### src/rtl/mseq_pkg.sv
// Shared definitions for the machine-cycle sequencer: cycle kinds,
// class codes, address-source codes and the per-class cycle table.
// Assumes at most eight machine cycles per instruction.
package mseq_pkg;

    localparam int MCYC_W = 3;

    typedef enum logic [2:0] {
        K_FETCH = 3'd0,
        K_RDPC  = 3'd1,
        K_RDSP  = 3'd2,
        K_WRSP  = 3'd3,
        K_IDLE  = 3'd4
    } mkind_t;

    localparam logic [2:0] CL_MOVE = 3'd0;
    localparam logic [2:0] CL_LDI  = 3'd1;
    localparam logic [2:0] CL_PFX  = 3'd2;
    localparam logic [2:0] CL_PUSH = 3'd3;
    localparam logic [2:0] CL_RETC = 3'd4;

    localparam logic [1:0] AS_PC   = 2'd0;
    localparam logic [1:0] AS_SP   = 2'd1;
    localparam logic [1:0] AS_NONE = 2'd2;

    // Bus usage of machine cycle m for the given sequence.
    function automatic mkind_t step_kind(input logic irq, input logic [2:0] cls,
                                         input logic [MCYC_W-1:0] m);
        mkind_t k;
        k = K_IDLE;
        if (irq) begin
            k = (m == 3'd2 || m == 3'd3) ? K_WRSP : K_IDLE;
        end else if (m == 3'd0) begin
            k = K_FETCH;
        end else begin
            case (cls)
                CL_LDI:  k = K_RDPC;
                CL_PFX:  k = K_FETCH;
                CL_PUSH: k = (m == 3'd1) ? K_IDLE : K_WRSP;
                CL_RETC: k = (m == 3'd2 || m == 3'd3) ? K_RDSP : K_IDLE;
                default: k = K_IDLE;
            endcase
        end
        return k;
    endfunction

    // True when machine cycle m is the final one of the sequence.
    function automatic logic step_last(input logic irq, input logic [2:0] cls,
                                       input logic cond, input logic [MCYC_W-1:0] m);
        logic l;
        if (irq) begin
            l = (m == 3'd4);
        end else begin
            case (cls)
                CL_LDI, CL_PFX: l = (m == 3'd1);
                CL_PUSH:        l = (m == 3'd3);
                CL_RETC:        l = cond ? (m == 3'd4) : (m == 3'd1);
                default:        l = (m == 3'd0);
            endcase
        end
        return l;
    endfunction

endpackage

### src/rtl/mseq_phase.sv
// Phase counter: steps through NUM_PH phases per machine cycle, one per
// clock, and decodes a one-hot strobe. Assumes NUM_PH >= 2.
module mseq_phase #(
    parameter int NUM_PH = 4,
    localparam int PH_W  = $clog2(NUM_PH)
) (
    input  logic              clk,
    input  logic              rst_n,
    output logic [PH_W-1:0]   ph_idx,
    output logic [NUM_PH-1:0] ph_strobe,
    output logic              ph_last
);

    localparam logic [PH_W-1:0] LAST_IDX = PH_W'(NUM_PH - 1);

    assign ph_last = (ph_idx == LAST_IDX);

    // Advance the phase index and wrap after the final phase.
    always_ff @(posedge clk) begin
        if (!rst_n)       ph_idx <= '0;
        else if (ph_last) ph_idx <= '0;
        else              ph_idx <= ph_idx + 1'b1;
    end

    // One strobe bit per phase.
    for (genvar i = 0; i < NUM_PH; i++) begin : g_strobe
        assign ph_strobe[i] = (ph_idx == PH_W'(i));
    end

endmodule

### src/rtl/mseq_track.sv
// Machine-cycle tracker: counts machine cycles within an instruction,
// latches the class and condition at their decode phases, and selects
// interrupt entry when requested at instruction end.
module mseq_track
    import mseq_pkg::*;
#(
    parameter int NUM_PH = 4,
    localparam int PH_W  = $clog2(NUM_PH)
) (
    input  logic              clk,
    input  logic              rst_n,
    input  logic [PH_W-1:0]   ph_idx,
    input  logic              ph_last,
    input  logic [2:0]        op_class,
    input  logic              cond_met,
    input  logic              irq_req,
    output logic [MCYC_W-1:0] mcyc,
    output mkind_t            kind,
    output logic              last
);

    localparam logic [PH_W-1:0] DEC_PH = PH_W'(1);

    logic [2:0] cls_q;
    logic       cond_q;
    logic       irq_mode;

    assign kind = step_kind(irq_mode, cls_q, mcyc);
    assign last = step_last(irq_mode, cls_q, cond_q, mcyc);

    // Latch class and condition, step the cycle count, pick next sequence.
    always_ff @(posedge clk) begin
        if (!rst_n) begin
            mcyc     <= '0;
            cls_q    <= CL_MOVE;
            cond_q   <= 1'b0;
            irq_mode <= 1'b0;
        end else begin
            if (ph_idx == DEC_PH && mcyc == '0 && !irq_mode) cls_q <= op_class;
            if (ph_idx == DEC_PH && mcyc == MCYC_W'(1))        cond_q <= cond_met;
            if (ph_last) begin
                if (last) begin
                    mcyc     <= '0;
                    irq_mode <= irq_req;
                end else begin
                    mcyc <= mcyc + 1'b1;
                end
            end
        end
    end

endmodule

### src/rtl/mseq_slot.sv
// Slot decoder: turns the cycle kind and phase into bus enables, address
// source, fetch flag and done pulse. Outputs are forced low in reset.
module mseq_slot
    import mseq_pkg::*;
#(
    parameter int NUM_PH = 4,
    localparam int PH_W  = $clog2(NUM_PH)
) (
    input  logic            rst_n,
    input  logic [PH_W-1:0] ph_idx,
    input  logic            ph_last,
    input  mkind_t          kind,
    input  logic            last,
    output logic            rd_en,
    output logic            rd_latch,
    output logic            wr_en,
    output logic [1:0]      addr_sel,
    output logic            op_fetch,
    output logic            done
);

    localparam logic [PH_W-1:0] CAP_PH = PH_W'(NUM_PH - 2);

    logic is_rd;

    // Classify the cycle and gate every strobe with reset.
    always_comb begin
        is_rd    = (kind == K_FETCH) || (kind == K_RDPC) || (kind == K_RDSP);
        rd_en    = rst_n && is_rd && !ph_last;
        rd_latch = rst_n && is_rd && (ph_idx == CAP_PH);
        wr_en    = rst_n && (kind == K_WRSP) && ph_last;
        op_fetch = rst_n && (kind == K_FETCH);
        done     = rst_n && last && ph_last;
        case (kind)
            K_FETCH, K_RDPC: addr_sel = AS_PC;
            K_RDSP, K_WRSP:  addr_sel = AS_SP;
            default:         addr_sel = AS_NONE;
        endcase
    end

endmodule

### src/rtl/mcycle_seq.sv
// Machine-cycle bus timing sequencer top: phase counter, cycle tracker
// and slot decoder. Expects class and condition from an outside decoder.
module mcycle_seq
    import mseq_pkg::*;
#(
    parameter int NUM_PH = 4
) (
    input  logic              clk,
    input  logic              rst_n,
    input  logic [2:0]        op_class,
    input  logic              cond_met,
    input  logic              irq_req,
    output logic [NUM_PH-1:0] phase,
    output logic [MCYC_W-1:0] mcyc,
    output logic              rd_en,
    output logic              rd_latch,
    output logic              wr_en,
    output logic [1:0]        addr_sel,
    output logic              op_fetch,
    output logic              done
);

    localparam int PH_W = $clog2(NUM_PH);

    logic [PH_W-1:0] ph_idx;
    logic            ph_last;
    mkind_t          kind;
    logic            last;

    mseq_phase #(.NUM_PH(NUM_PH)) u_phase (
        .clk(clk), .rst_n(rst_n), .ph_idx(ph_idx),
        .ph_strobe(phase), .ph_last(ph_last)
    );

    mseq_track #(.NUM_PH(NUM_PH)) u_track (
        .clk(clk), .rst_n(rst_n), .ph_idx(ph_idx), .ph_last(ph_last),
        .op_class(op_class), .cond_met(cond_met), .irq_req(irq_req),
        .mcyc(mcyc), .kind(kind), .last(last)
    );

    mseq_slot #(.NUM_PH(NUM_PH)) u_slot (
        .rst_n(rst_n), .ph_idx(ph_idx), .ph_last(ph_last), .kind(kind),
        .last(last), .rd_en(rd_en), .rd_latch(rd_latch), .wr_en(wr_en),
        .addr_sel(addr_sel), .op_fetch(op_fetch), .done(done)
    );

endmodule

### config.mk
export PLATFORM = sky130hd
export DESIGN_NAME = mcycle_seq
export DESIGN_NICKNAME = d
export VERILOG_FILES = /design/src/rtl/mseq_pkg.sv /design/src/rtl/mseq_phase.sv /design/src/rtl/mseq_track.sv /design/src/rtl/mseq_slot.sv /design/src/rtl/mcycle_seq.sv
export SDC_FILE = /design/constraint.sdc
export NUM_CORES = 1
export LEC_CHECK = 0
export BUFFER_PORTS_ARGS = -buffer_cell sky130_fd_sc_hd__buf_4
export CORE_MARGIN = 1.5
export CORE_UTILIZATION = 56
export CTS_BUF_LIST = sky130_fd_sc_hd__clkbuf_16
export DETAILED_ROUTE_END_ITERATION = 7
export PLACE_DENSITY = 0.83
export SLEW_MARGIN = 10
export SYNTH_ARGS = -nofsm -noshare
export SYNTH_HDL_FRONTEND = slang
export SYNTH_SLANG_ARGS = --single-unit
### constraint.sdc
create_clock -name clk -period 5.15 [get_ports clk]
set_clock_uncertainty 0.2 [all_clocks]
set_input_delay 0.515 -clock clk [delete_from_list [all_inputs] [get_ports clk]]
set_output_delay 0.515 -clock clk [all_outputs]
set_load 0.01 [all_outputs]
* Yosys cells after proc, flatten, opt, wreduce, memory -nomap -nowiden
Cells that the tools add are included.
** Operators by class
- Mux-type cells :: 11
- Order comparisons :: 0
- Eq/ne operators :: 14
- Bitwise gates (word level) :: 1
- $mul :: 0
- Shift operators :: 0
- Reduce and logical (&&, ||, !) cells :: 24
- $add $sub $neg :: 2
- Divide/modulo/power cells :: 0
** Operators with widths (count)
- $eq A3 B2 Y1 const B :: 6
- $mux W3 :: 6
- $pmux W3 S4 :: 1
- $logic_and A1 B1 Y1 :: 11
- $eq A3 B1 Y1 const B :: 3
- $reduce_or A2 Y1 :: 4
- $eq A3 B3 Y1 const B :: 2
- $logic_not A3 Y1 :: 2
- $eq A2 B2 Y1 const B :: 2
- $pmux W2 S2 :: 1
- $add A3 B1 Y3 const B :: 1
- $logic_or A1 B1 Y1 :: 3
- $pmux W1 S3 :: 1
- $add A2 B1 Y2 const B :: 1
- $eq A2 B1 Y1 const B :: 1
- $logic_not A1 Y1 :: 2
- $logic_not A2 Y1 :: 1
- $mux W1 :: 2
- $reduce_and A2 Y1 :: 1
- $not A1 Y1 :: 1
** Storage, ports and cells
- Memory bits (writable) :: 0
- Latch bits :: 0
- Input port bits :: 7
- Bits in registers :: 10
- Logic and storage cells :: 57
- Memories :: 0
- Output and inout port bits :: 14
- Bits in read-only memories :: 0

* Depth between registers and ports, before layout
Gate-level depths: netlist of run 1.
- Depth after elaboration :: 11
- Gate-level depth with buffers :: 7
- Mapped depth without buffers :: 6

* Hierarchy
Synthesis of run 1 repeated with hierarchy kept, for this count alone.
** Second synthesis, totals
- Cells, all modules :: 98
- Area total of the unflattened synthesis :: 850.8 µm²
** Modules (own cells, without submodules)
- mseq_track :: instances 1, area an instance 654.4 µm², cells an instance 77, seq. area each 160.2 µm²
- mseq_phase :: instances 1, area an instance 126.4 µm², cells an instance 11, seq. area each 40.0 µm²
- mseq_slot :: instances 1, area an instance 70.1 µm², cells an instance 10, seq. area each 0.0 µm²

* Worst setup path before layout of run 1
OpenSTA, ideal clock, no wires.
- Kind :: flip-flop to output port
- Start point :: register u_track.mcyc[1]
- End point :: output port wr_en
- Required time :: 4.435 ns
- Path buffers :: 0
- Stages on the path, launching flop included :: 7
- Arrival :: 1.681 ns
- Path slack :: 2.754 ns
- Cell sequence :: dfxtp_1 -> inv_1 -> ha_1 -> nor2b_1 -> o32ai_2 -> a41o_1 -> and4b_1
** Between the ends
- Longest elaborated chain between the ends :: 9
- Elaborated cells on any way between the ends :: 14
- Those cells by class :: eq/ne (4); mux (6); reduce/logical (4)
** RTL lines
- from (decl) :: RTL line mseq_track.sv:17 : output logic [MCYC_W-1:0] mcyc,
- from (signal assigned) :: RTL line mseq_track.sv:46 : mcyc <= mcyc + 1'b1;
- $eq A3 B2 Y1 :: RTL line mseq_pkg.sv:32, mseq_pkg.sv:40
- $logic_or A1 B1 Y1 :: RTL line mseq_pkg.sv:32, mseq_pkg.sv:40
- $mux W3 :: RTL line mseq_pkg.sv:40 : CL_RETC: k = (m == 3'd2 || m == 3'd3) ? K_RDSP : K_IDLE;
- $pmux W3 S4 :: RTL line mseq_pkg.sv:36 : case (cls)
- $mux W3 :: RTL line mseq_pkg.sv:33 : end else if (m == 3'd0) begin
- $mux W3 (*) :: RTL line mseq_pkg.sv:31 : if (irq) begin
- $eq A3 B2 Y1 (*) :: RTL line mseq_slot.sv:31 : wr_en = rst_n && (kind == K_WRSP) && ph_last;
- $logic_and A1 B1 Y1 (*) (2 in a row) :: RTL line mseq_slot.sv:31
- to (decl) :: RTL line mcycle_seq.sv:17 : output logic wr_en,
Mark *: on every way between the ends. The rest lies on a longest branch, timed or not.

* Worst setup path in the final report of run 1
Ends and elaborated chain as after synthesis.

==> impl_metrics.ini, run 1 <==
[drt]
drt_pre_antenna_iters = 6
wl_per_cell_um = 16.2
ant_nets = 0
m1WireLength_um = 995
wl_met2_um = 966
drt-total-wl_mm = 2.09
dr_wl_met3_um = 87
routed.top_layer = met4
vias_per_cell = 6.14
drt_iter0_markers = 21
drc = 0
dr_total_vias = 792

[layout]
fin_cells = 129
antennaDiodeCount = 0
drive_gt1_share_pct = 31.0
nFillCells = 116
syn_to_final_growth_pct = 21.8
fin_nets = 129

[synth]
syn_area_um2 = 900
avgSynthCellArea_um2 = 9.37
synthCells = 96
ys_seq_area_share_pct = 22.3
synth-edff-count = 0
synthArstFlopShare_pct = 0
synth_area_leaders = dfxtp_1, ha_1, o32ai_2, mux2i_1, inv_1
synth.distinct_cells = 47
synth_top_cell_area_share_pct = 22.3
ys.flop_type = dfxtp_1
yosys.area.top_type = dfxtp_1
yosysWarnings = 0
synth_fp_nets = 111
synth.ff_latch_count = 10

[grt]
grt_pass1_vias = 749
grt_max_degree = 16
grt_pass1_wl_mm = 3.49
track_usage_pct = 24.9
overflow = 0
antenna_found_initial = 0

[power]
powerDensity_mw_per_mm2 = 272
p_leak_nw = 0.456
ir_drop_mv = 0.246

[timing]
relSlewSlack_pct = 67.3
setup_viol = 0
max_freq_mhz = 343
fin_crit_sh_pct = 56.7
hold_viol = 0
maxSlewViolCount = 0
min_period_ps = 2920
fin_setup_tns_ps = 0
rsz0062_at_grt = false
max_slew.worst_pin.slew_ps = 489

[cts]
numCtsBuffers = 3
root_buffer = clkbuf_16
cts_tree = built
ctsResizeCount = 0
clockBufferDepth = 2
clock-sinks = 10
ctsHoldBuffers = 0
h-tree-depth = 1
clkSlewWorstSetupHoldPaths_ps = 40
clk_latency_ps = 240
cts_setup_buffers = 0

[critical_path]
cp_slowest_cell = dfxtp_1
ff2ff_setup_slack_ps = 3070
crit_fanout = 6
crit_type = flop to output port
crit_chain = inv_1 -> ha_1 -> nor2b_1 -> o32ai_2 -> a41o_1 -> and4b_1 -> buf_4
critPathMaxStageDelay_ps = 430
r2r_cells = 6
cp.arrival_ps = 2200
startpoint_type = flop
r2r-start = u_track.mcyc[2]$_SDFFE_PN0P_
r2r_end = u_track.mcyc[2]$_SDFFE_PN0P_
crit_required_ps = 4430
end_kind = output port

[min_path]
min_from = u_phase.ph_idx[0]$_SDFF_PP0_
whs_endpoint = u_phase.ph_idx[0]$_SDFF_PP0_
hold_path.class = flop to flop
hold_depth = 1

[placement]
post-place-cells = 125
port_buffers = 20
place.detailed.hpwl_mm = 1.46
gp_congestion = 0.871

[die]
io_pins = 21
die_area_mm2 = 0.00186
core_area_mm2 = 0.00151
start_util_pct = 59.7
core.rowCount = 14
die_w_um = 43.1
die_y_um = 43.1

[outcome]
outcome = complete, no violations

[flow_run]
cap_violations = 0
-- final cells by class --
cell class | instances | area (µm²) | area share [%]
multi-input cells | 71 | 617 | 56.3
well taps | 16 | 20.0 | 1.83
clock inverters | 1 | 3.75 | 0.342
clock buffers | 3 | 75.1 | 6.85
inverters | 8 | 30.0 | 2.74
repair buffers | 20 | 150 | 13.7
flip-flops and latches | 10 | 200 | 18.3
-- state kept, by name, indices dropped and copies added (netlist names) --
| register | count |
|---|---|
| u_phase.ph_idx | 2 |
| u_track.cls_q | 3 |
| u_track.cond_q | 1 |
| u_track.irq_mode | 1 |
| u_track.mcyc | 3 |
-- power breakdown --
group / internal (mW) / switching, mW / leakage [nW]
registers: 0.0826 / 0.0100 / 0.0815
logic: 0.0347 / 0.0317 / 0.336
clock network: 0.102 / 0.0373 / 0.0385
total: 0.219 / 0.0790 / 0.456
-- per-layer routing --
layer	vias up	GRT usage, %
li1	385	-
met1	382	34.3
met2	21	37.0
met3	4	5.96
met4	0	9.70
met5	-	0
-- worst max path at each step --
stage                                       startpoint    end  slack [ps]  depth (start not counted)
after global routing      u_track.mcyc[1]$_SDFFE_PN0P_  wr_en        2130                          7
after floorplan           u_track.mcyc[1]$_SDFFE_PN0P_  wr_en        2750                          6
final                     u_track.mcyc[1]$_SDFFE_PN0P_  wr_en        2230                          7
after CTS                 u_track.mcyc[1]$_SDFFE_PN0P_  wr_en        2250                          7
after detailed placement  u_track.mcyc[1]$_SDFFE_PN0P_  wr_en        2520                          7
after global placement    u_track.mcyc[1]$_SDFFE_PN0P_  wr_en        2570                          7
-- kinds of logic (layout without fill, tap and decap cells) --
logic type,Yosys count,after routing,share of synthesized area (%)
muxes,4,4,4.59
and+or+nand+nor,37,37,28.9
buffers and inverters,15,32,9.18
DFF,10,10,22.3
xor gates and xnor gates,1,1,0.974
adders and majority gates,8,8,11.1
AOI/OAI and AO/OA,21,21,22.9
-- critical path: cells and delay by family (launching register included) --
family,cells,cell delay (ps)
buf+inv,2,240
compound gates,2,660
fa+ha+maj,1,240
flops,1,430
simple gates,2,390
-- cells in the mapped netlist (2+ instances only) --
cell and number:
nor2b_1 4, and3b_1 2, mux2i_1 3, nand2_1 4, buf_6 2, buf_4 3
nand4_1 2, dfxtp_1 10, o21ai_1 3, o32ai_2 2, ha_1 8, clkbuf_1 2
nand3_1 3, nand3b_1 3, nor3_1 4, nand2b_1 3, inv_1 8
-- through the flow --
stage          util [%]  area, µm²  hold WS, ps  power [mW]  setup slack [ps]
2_1_floorplan         -        900          253       0.140              2750
3_3_place_gp       67.5       1020          272       0.157              2570
3_5_place_dp       67.5       1020          290       0.159              2520
4_1_cts            72.8       1100          294       0.300              2250
5_1_grt            72.8       1100          331       0.310              2130
6_report           72.8       1100          290       0.298              2230
-- cells in the final DEF (no fill, tap or decap), types with 2 or more instances in the layout --
| cell | netlist | routed |
|---|---|---|
| clkbuf_16 | 0 | 3 |
| nand2_1 | 4 | 4 |
| dfxtp_1 | 10 | 10 |
| mux2i_1 | 3 | 3 |
| and3b_1 | 2 | 2 |
| o21ai_1 | 3 | 3 |
| inv_1 | 8 | 8 |
| buf_4 | 3 | 20 |
| o32ai_2 | 2 | 2 |
| nand4_1 | 2 | 2 |
| nand3b_1 | 3 | 3 |
| ha_1 | 8 | 8 |
| nand3_1 | 3 | 3 |
| nor2b_1 | 4 | 4 |
| nand2b_1 | 3 | 3 |
| nor3_1 | 4 | 4 |
(Power assumes the default switching activity.)
==> inputs of run 2 (changes only) <==
--- a/config.mk
+++ b/config.mk
@@ -7,10 +7,10 @@
 export LEC_CHECK = 0
 export BUFFER_PORTS_ARGS = -buffer_cell sky130_fd_sc_hd__buf_4
 export CORE_MARGIN = 1.5
-export CORE_UTILIZATION = 56
+export CORE_UTILIZATION = 52
 export CTS_BUF_LIST = sky130_fd_sc_hd__clkbuf_16
 export DETAILED_ROUTE_END_ITERATION = 7
-export PLACE_DENSITY = 0.83
+export PLACE_DENSITY = 0.78
 export SLEW_MARGIN = 10
 export SYNTH_ARGS = -nofsm -noshare
 export SYNTH_HDL_FRONTEND = slang
==> constraint.sdc (replaced) <==
create_clock -name clk -period 2.9 [get_ports clk]
set_clock_uncertainty 0.2 [all_clocks]
set_input_delay 0.29 -clock clk [delete_from_list [all_inputs] [get_ports clk]]
set_output_delay 0.29 -clock clk [all_outputs]
set_load 0.01 [all_outputs]
==> run 2 against run 1 <==
  * Critical endpoint unchanged
  * Worst hold slack worse by 180 ps
  * Largest power group unchanged
  * Utilization down 2.5 points
  * Register-to-register slack worse by 2300 ps
  * Global-route usage decreased by 1.5 points
  * Via count shrank 2.9%
  * First-iteration DRC count down 19%
  * Largest cell class unchanged
  * Die area is 7.2% higher
  * Sequential share of layout area did not move
  * Wire length is 5.1% lower
  * Final cell count did not move
  * Critical path depth stayed put
  * Clock power up 79%
==> impl_metrics.ini, run 2 (synthesis gave the netlist of run 1 again) <==
[grt]
antenna_found_initial = 0
track_usage_pct = 23.4
grt_pass1_wl_mm = 3.35
grt_pass1_vias = 736
grt_max_degree = 16
overflow = 0

[critical_path]
r2r_end = u_track.mcyc[2]$_SDFFE_PN0P_
crit_type = flop to output port
cp.arrival_ps = 2190
critPathTopFamily = compound AO/OA/AOI/OAI gates
startpoint_type = flop
cp_slowest_cell = dfxtp_1
crit_required_ps = 2410
r2r_cells = 6
crit_chain = inv_1 -> ha_1 -> nor2b_1 -> o32ai_2 -> a41o_1 -> and4b_1 -> buf_4
ff2ff_setup_slack_ps = 780
crit_fanout = 6
crit_buf_inv = 2
end_kind = output port
critPathMaxStageDelay_ps = 430
r2r-start = u_track.mcyc[1]$_SDFFE_PN0P_

[timing]
layout_setup_ws_ps = 222
relSlewSlack_pct = 69.9
max_freq_mhz = 373
maxSlewViolCount = 0
setup_viol = 0
max_slew.worst_pin.slew_ps = 451
min_period_ps = 2680
fin_setup_tns_ps = 0
rsz0062_at_grt = false
fin_crit_sh_pct = 92.3
hold_viol = 0

[layout]
final_common_cell = buf_4
fin_cells = 129
drive_gt1_share_pct = 31.0
antennaDiodeCount = 0
top_regs = u_track.cls_q (3), u_track.mcyc (3), u_phase.ph_idx (2)
fin_nets = 129
final_cell_mix = buf_4, dfxtp_1, inv_1, ha_1
syn_to_final_growth_pct = 21.8
final_cell_area_mm2 = 0.00110

[min_path]
hold_depth = 3
min_from = op_class[1]
hold_path.class = input pin to flop
whs_endpoint = u_track.cls_q[1]$_SDFFE_PN0P_

[die]
die_w_um = 44.6
start_util_pct = 57.7
io_pins = 21
core.rowCount = 14
die_y_um = 44.6
die_area_mm2 = 0.00199
core_area_mm2 = 0.00156

[drt]
drt_pre_antenna_iters = 4
drc = 0
ant_nets = 0
wl_per_cell_um = 15.4
dr_total_vias = 769
vias_per_cell = 5.96
drt-total-wl_mm = 1.98
drt_iter0_markers = 17

[power]
ir_drop_mv = 0.360
powerDensity_mw_per_mm2 = 484
p_leak_nw = 0.456

[cts]
root_buffer = clkbuf_16
clk_latency_ps = 240
ctsResizeCount = 0
clockBufferDepth = 2
clock-sinks = 10
ctsHoldBuffers = 0
cts_tree = built
numCtsBuffers = 3
clkSlewWorstSetupHoldPaths_ps = 40
cts_setup_buffers = 0
h-tree-depth = 1

[flow_run]
cap_violations = 0

[placement]
post-place-ws_ps = 508
place.detailed.hpwl_mm = 1.51
gp_congestion = 0.870
post-place-cells = 125
port_buffers = 20
dpl_cell_area_mm2 = 0.00102

[outcome]
outcome = complete, no violations
run 2: final cells by class:
cell class	instances	area, µm²
clock buffer	3	75.1
clock inverter	1	3.75
fill	128	463
inverter	8	30.0
multi-input combinational	71	617
sequential	10	200
tap	16	20.0
timing repair buffer	20	150
run 2: report_power, final:
part           internal [mW]  switching [mW]
sequential             0.147          0.0177
combinational         0.0616          0.0547
clock                  0.181          0.0682
total                  0.389           0.141
run 2: how the worst max path moves through the flow:
stage / from / end / cells after the start
final: u_track.mcyc[1]$_SDFFE_PN0P_ / wr_en / 7
after global routing: u_track.mcyc[1]$_SDFFE_PN0P_ / wr_en / 7
after CTS: u_track.mcyc[1]$_SDFFE_PN0P_ / wr_en / 7
after detailed placement: u_track.mcyc[1]$_SDFFE_PN0P_ / wr_en / 7
after global placement: u_track.mcyc[1]$_SDFFE_PN0P_ / wr_en / 7
after floorplan: u_track.mcyc[1]$_SDFFE_PN0P_ / wr_en / 6
run 2: metal layers:
layer / global-route usage (%) / vias up / share of wire (%)
met5: 0 / - / 0
met4: 6.67 / 0 / 0.71
met3: 7.35 / 4 / 3.5
met2: 40.9 / 15 / 51
met1: 27.2 / 364 / 45
li1: - / 386 / -
run 2: worst register-to-register path, delay by kind of cell (launching register included):
family,cells,cell delay [ps]
flip-flops,1,430
AND/OR/NAND/NOR,1,190
adder cells (fa/ha/maj),1,240
buffers and inverters,1,120
AO/OA/AOI/OAI,3,820
run 2: metrics by stage:
stage / power, mW / utilization [%] / hold WS (ps)
2_1_floorplan: 0.249 / - / 246
3_3_place_gp: 0.278 / 65.2 / 271
5_1_grt: 0.553 / 70.3 / 120
4_1_cts: 0.533 / 70.3 / 114
6_report: 0.530 / 70.3 / 109
3_5_place_dp: 0.283 / 65.2 / 297
==> inputs of run 3 (changes only) <==
--- a/config.mk
+++ b/config.mk
@@ -5,12 +5,13 @@
 export SDC_FILE = /design/constraint.sdc
 export NUM_CORES = 1
 export LEC_CHECK = 0
+export ABC_AREA = 1
 export BUFFER_PORTS_ARGS = -buffer_cell sky130_fd_sc_hd__buf_4
 export CORE_MARGIN = 1.5
-export CORE_UTILIZATION = 52
+export CORE_UTILIZATION = 50
 export CTS_BUF_LIST = sky130_fd_sc_hd__clkbuf_16
 export DETAILED_ROUTE_END_ITERATION = 7
-export PLACE_DENSITY = 0.78
+export PLACE_DENSITY = 0.76
 export SLEW_MARGIN = 10
 export SYNTH_ARGS = -nofsm -noshare
 export SYNTH_HDL_FRONTEND = slang
==> run 3 against run 2 <==
  * Largest power group unchanged
  * Critical path depth up 4
  * Synthesized cell count up 16%
  * Non-clock buffer count unchanged
  * First-iteration DRC count up 24%
==> impl_metrics.ini, run 3 <==
[layout]
syn_to_final_growth_pct = 29.9
top_regs = u_track.cls_q (3), u_track.mcyc (3), u_phase.ph_idx (2)
nFillCells = 121
final_cell_mix = buf_4, nand2_1, inv_1
multiInputGateArea_um2 = 495
fin_nets = 149
regArea_um2 = 200
drive_gt1_share_pct = 38.3
final_common_cell = buf_4
antennaDiodeCount = 0

[drt]
wl_per_cell_um = 11.7
ant_nets = 0
drc = 0
vias_per_cell = 5.05
dr_total_vias = 753
drt-total-wl_mm = 1.75
drt_pre_antenna_iters = 4
drt_iter0_markers = 21

[die]
core.rowCount = 14
die_w_um = 42.8
io_pins = 21
start_util_pct = 53.1
core_area_mm2 = 0.00149
die_area_mm2 = 0.00183
die_y_um = 42.8

[power]
p_sw_mw = 0.167
ir_drop_mv = 0.546
sw_frac_of_total_pct = 29.9
clkPwrFrac_pct = 44.0
power.internal_mw = 0.393
pwr-share-comb_pct = 27.5
powerDensity_mw_per_mm2 = 545
p_leak_nw = 0.498
p_seq_share_pct = 28.5

[grt]
antenna_found_initial = 0
overflow = 0
grt_pass1_vias = 671
grt_max_degree = 10
track_usage_pct = 21.4
grt_pass1_wl_mm = 2.88

[synth]
synth_common_cells = nand2_1, inv_1, dfxtp_1
synthArstFlopShare_pct = 0
synth_fp_nets = 126
syn_area_um2 = 791
yosysMostFrequentCell = nand2_1
avgSynthCellArea_um2 = 7.12
synth.ff_latch_count = 10
synth_area_leaders = dfxtp_1, ha_1, nand2_1, inv_1, nand2_2
synth.distinct_cells = 22
ys.flop_type = dfxtp_1
yosys.area.top_type = dfxtp_1
synth-edff-count = 0
synth_top_cell_area_share_pct = 25.3
yosysWarnings = 0
ys_seq_area_share_pct = 25.3
synthCells = 111

[placement]
gp_congestion = 0.817
post-place-ws_ps = 927
port_buffers = 20
place.detailed.hpwl_mm = 1.31

[cts]
numCtsBuffers = 3
clockBufferDepth = 2
ctsHoldBuffers = 0
cts_setup_buffers = 0
clkSlewWorstSetupHoldPaths_ps = 40
h-tree-depth = 1
ctsResizeCount = 0
clock-sinks = 10
clk_latency_ps = 240
root_buffer = clkbuf_16
cts_tree = built

[timing]
max_freq_mhz = 448
min_period_ps = 2230
setup_viol = 0
fin_setup_tns_ps = 0
fin_crit_sh_pct = 77.0
hold_viol = 0
layout_setup_ws_ps = 667
relSlewSlack_pct = 83.3
maxSlewViolCount = 0
max_slew.worst_pin.slew_ps = 248
rsz0062_at_grt = false

[critical_path]
end_kind = output port
crit_type = flop to output port
startpoint_type = flop
crit_required_ps = 2410
cp.arrival_ps = 1740
crit_fanout = 4

[min_path]
hold_path.class = input pin to flop

[flow_run]
cap_violations = 0

[outcome]
outcome = complete, no violations
run 3: logic make-up (layout without fill, tap and decap cells):
kind of cell             Yosys count  count (layout)  synth area share (%)
AO/OA/AOI/OAI                     19              19                  14.9
adder cells (fa/ha/maj)            8               8                  12.7
buffers and inverters             24              46                  12.0
flip-flops                        10              10                  25.3
AND/OR/NAND/NOR                   50              50                  35.1
run 3: power by group through the flow:
stage               clock network (mW)  registers, mW  logic, mW
detailed placement                   0          0.162      0.153
finish                           0.246          0.160      0.154
floorplan                            0          0.160      0.112
CTS                              0.247          0.160      0.154
global route                     0.252          0.161      0.172
global placement                     0          0.161      0.151
run 3: final cells by class:
class / count / share of cell area [%]
Clock inverter: 1 / 0.365
Tap cell: 16 / 1.95
Inverter: 22 / 8.04
Timing Repair Buffer: 20 / 14.6
Clock buffer: 3 / 7.31
Sequential cell: 10 / 19.5
Multi-Input combinational cell: 77 / 48.2
run 3: worst paths after layout:
kind | start | endpoint | slack, ps | cells past startpoint
worst max-delay path | u_track.mcyc[1]$_SDFFE_PN0P_ | rd_en | 670 | 11
worst min-delay path | cond_met | u_track.cond_q$_SDFFE_PN0P_ | 130 | 3
worst max register to register | u_track.mcyc[1]$_SDFFE_PN0P_ | u_track.irq_mode$_SDFFE_PN0P_ | 1130 | 13
worst min register to register | u_phase.ph_idx[0]$_SDFF_PP0_ | u_phase.ph_idx[0]$_SDFF_PP0_ | 260 | 1
run 3: critical path, stage by stage (launching register included):
cell and delay, ps:
dfxtp_1 330, inv_1 110, ha_1 200, inv_1 60, nor2_2 160, nand2_1 90
nand4_1 90, a21oi_1 80, nand2_2 100, nand3_2 80, nor2_1 100, buf_4 130
run 3: layer usage:
layer | share of wire, % | wire [µm] | track usage, %
met2 | 47 | 812 | 34.8
met1 | 45 | 793 | 26.4
met4 | 1.6 | 28 | 9.38
met5 | 0 | 0 | 0
met3 | 6.4 | 112 | 5.11
run 3: metrics by stage:
stage | instance area [µm²] | hold slack [ps] | cells | power, mW | utilization (%)
6_report | 1030 | 134 | 149 | 0.560 | 69.0
5_1_grt | 1030 | 152 | 149 | 0.586 | 69.0
4_1_cts | 1030 | 140 | 149 | 0.561 | 69.0
3_5_place_dp | 948 | 257 | 145 | 0.315 | 63.7
3_3_place_gp | 948 | 248 | 145 | 0.312 | 63.7
2_1_floorplan | 791 | 233 | 111 | 0.272 | -
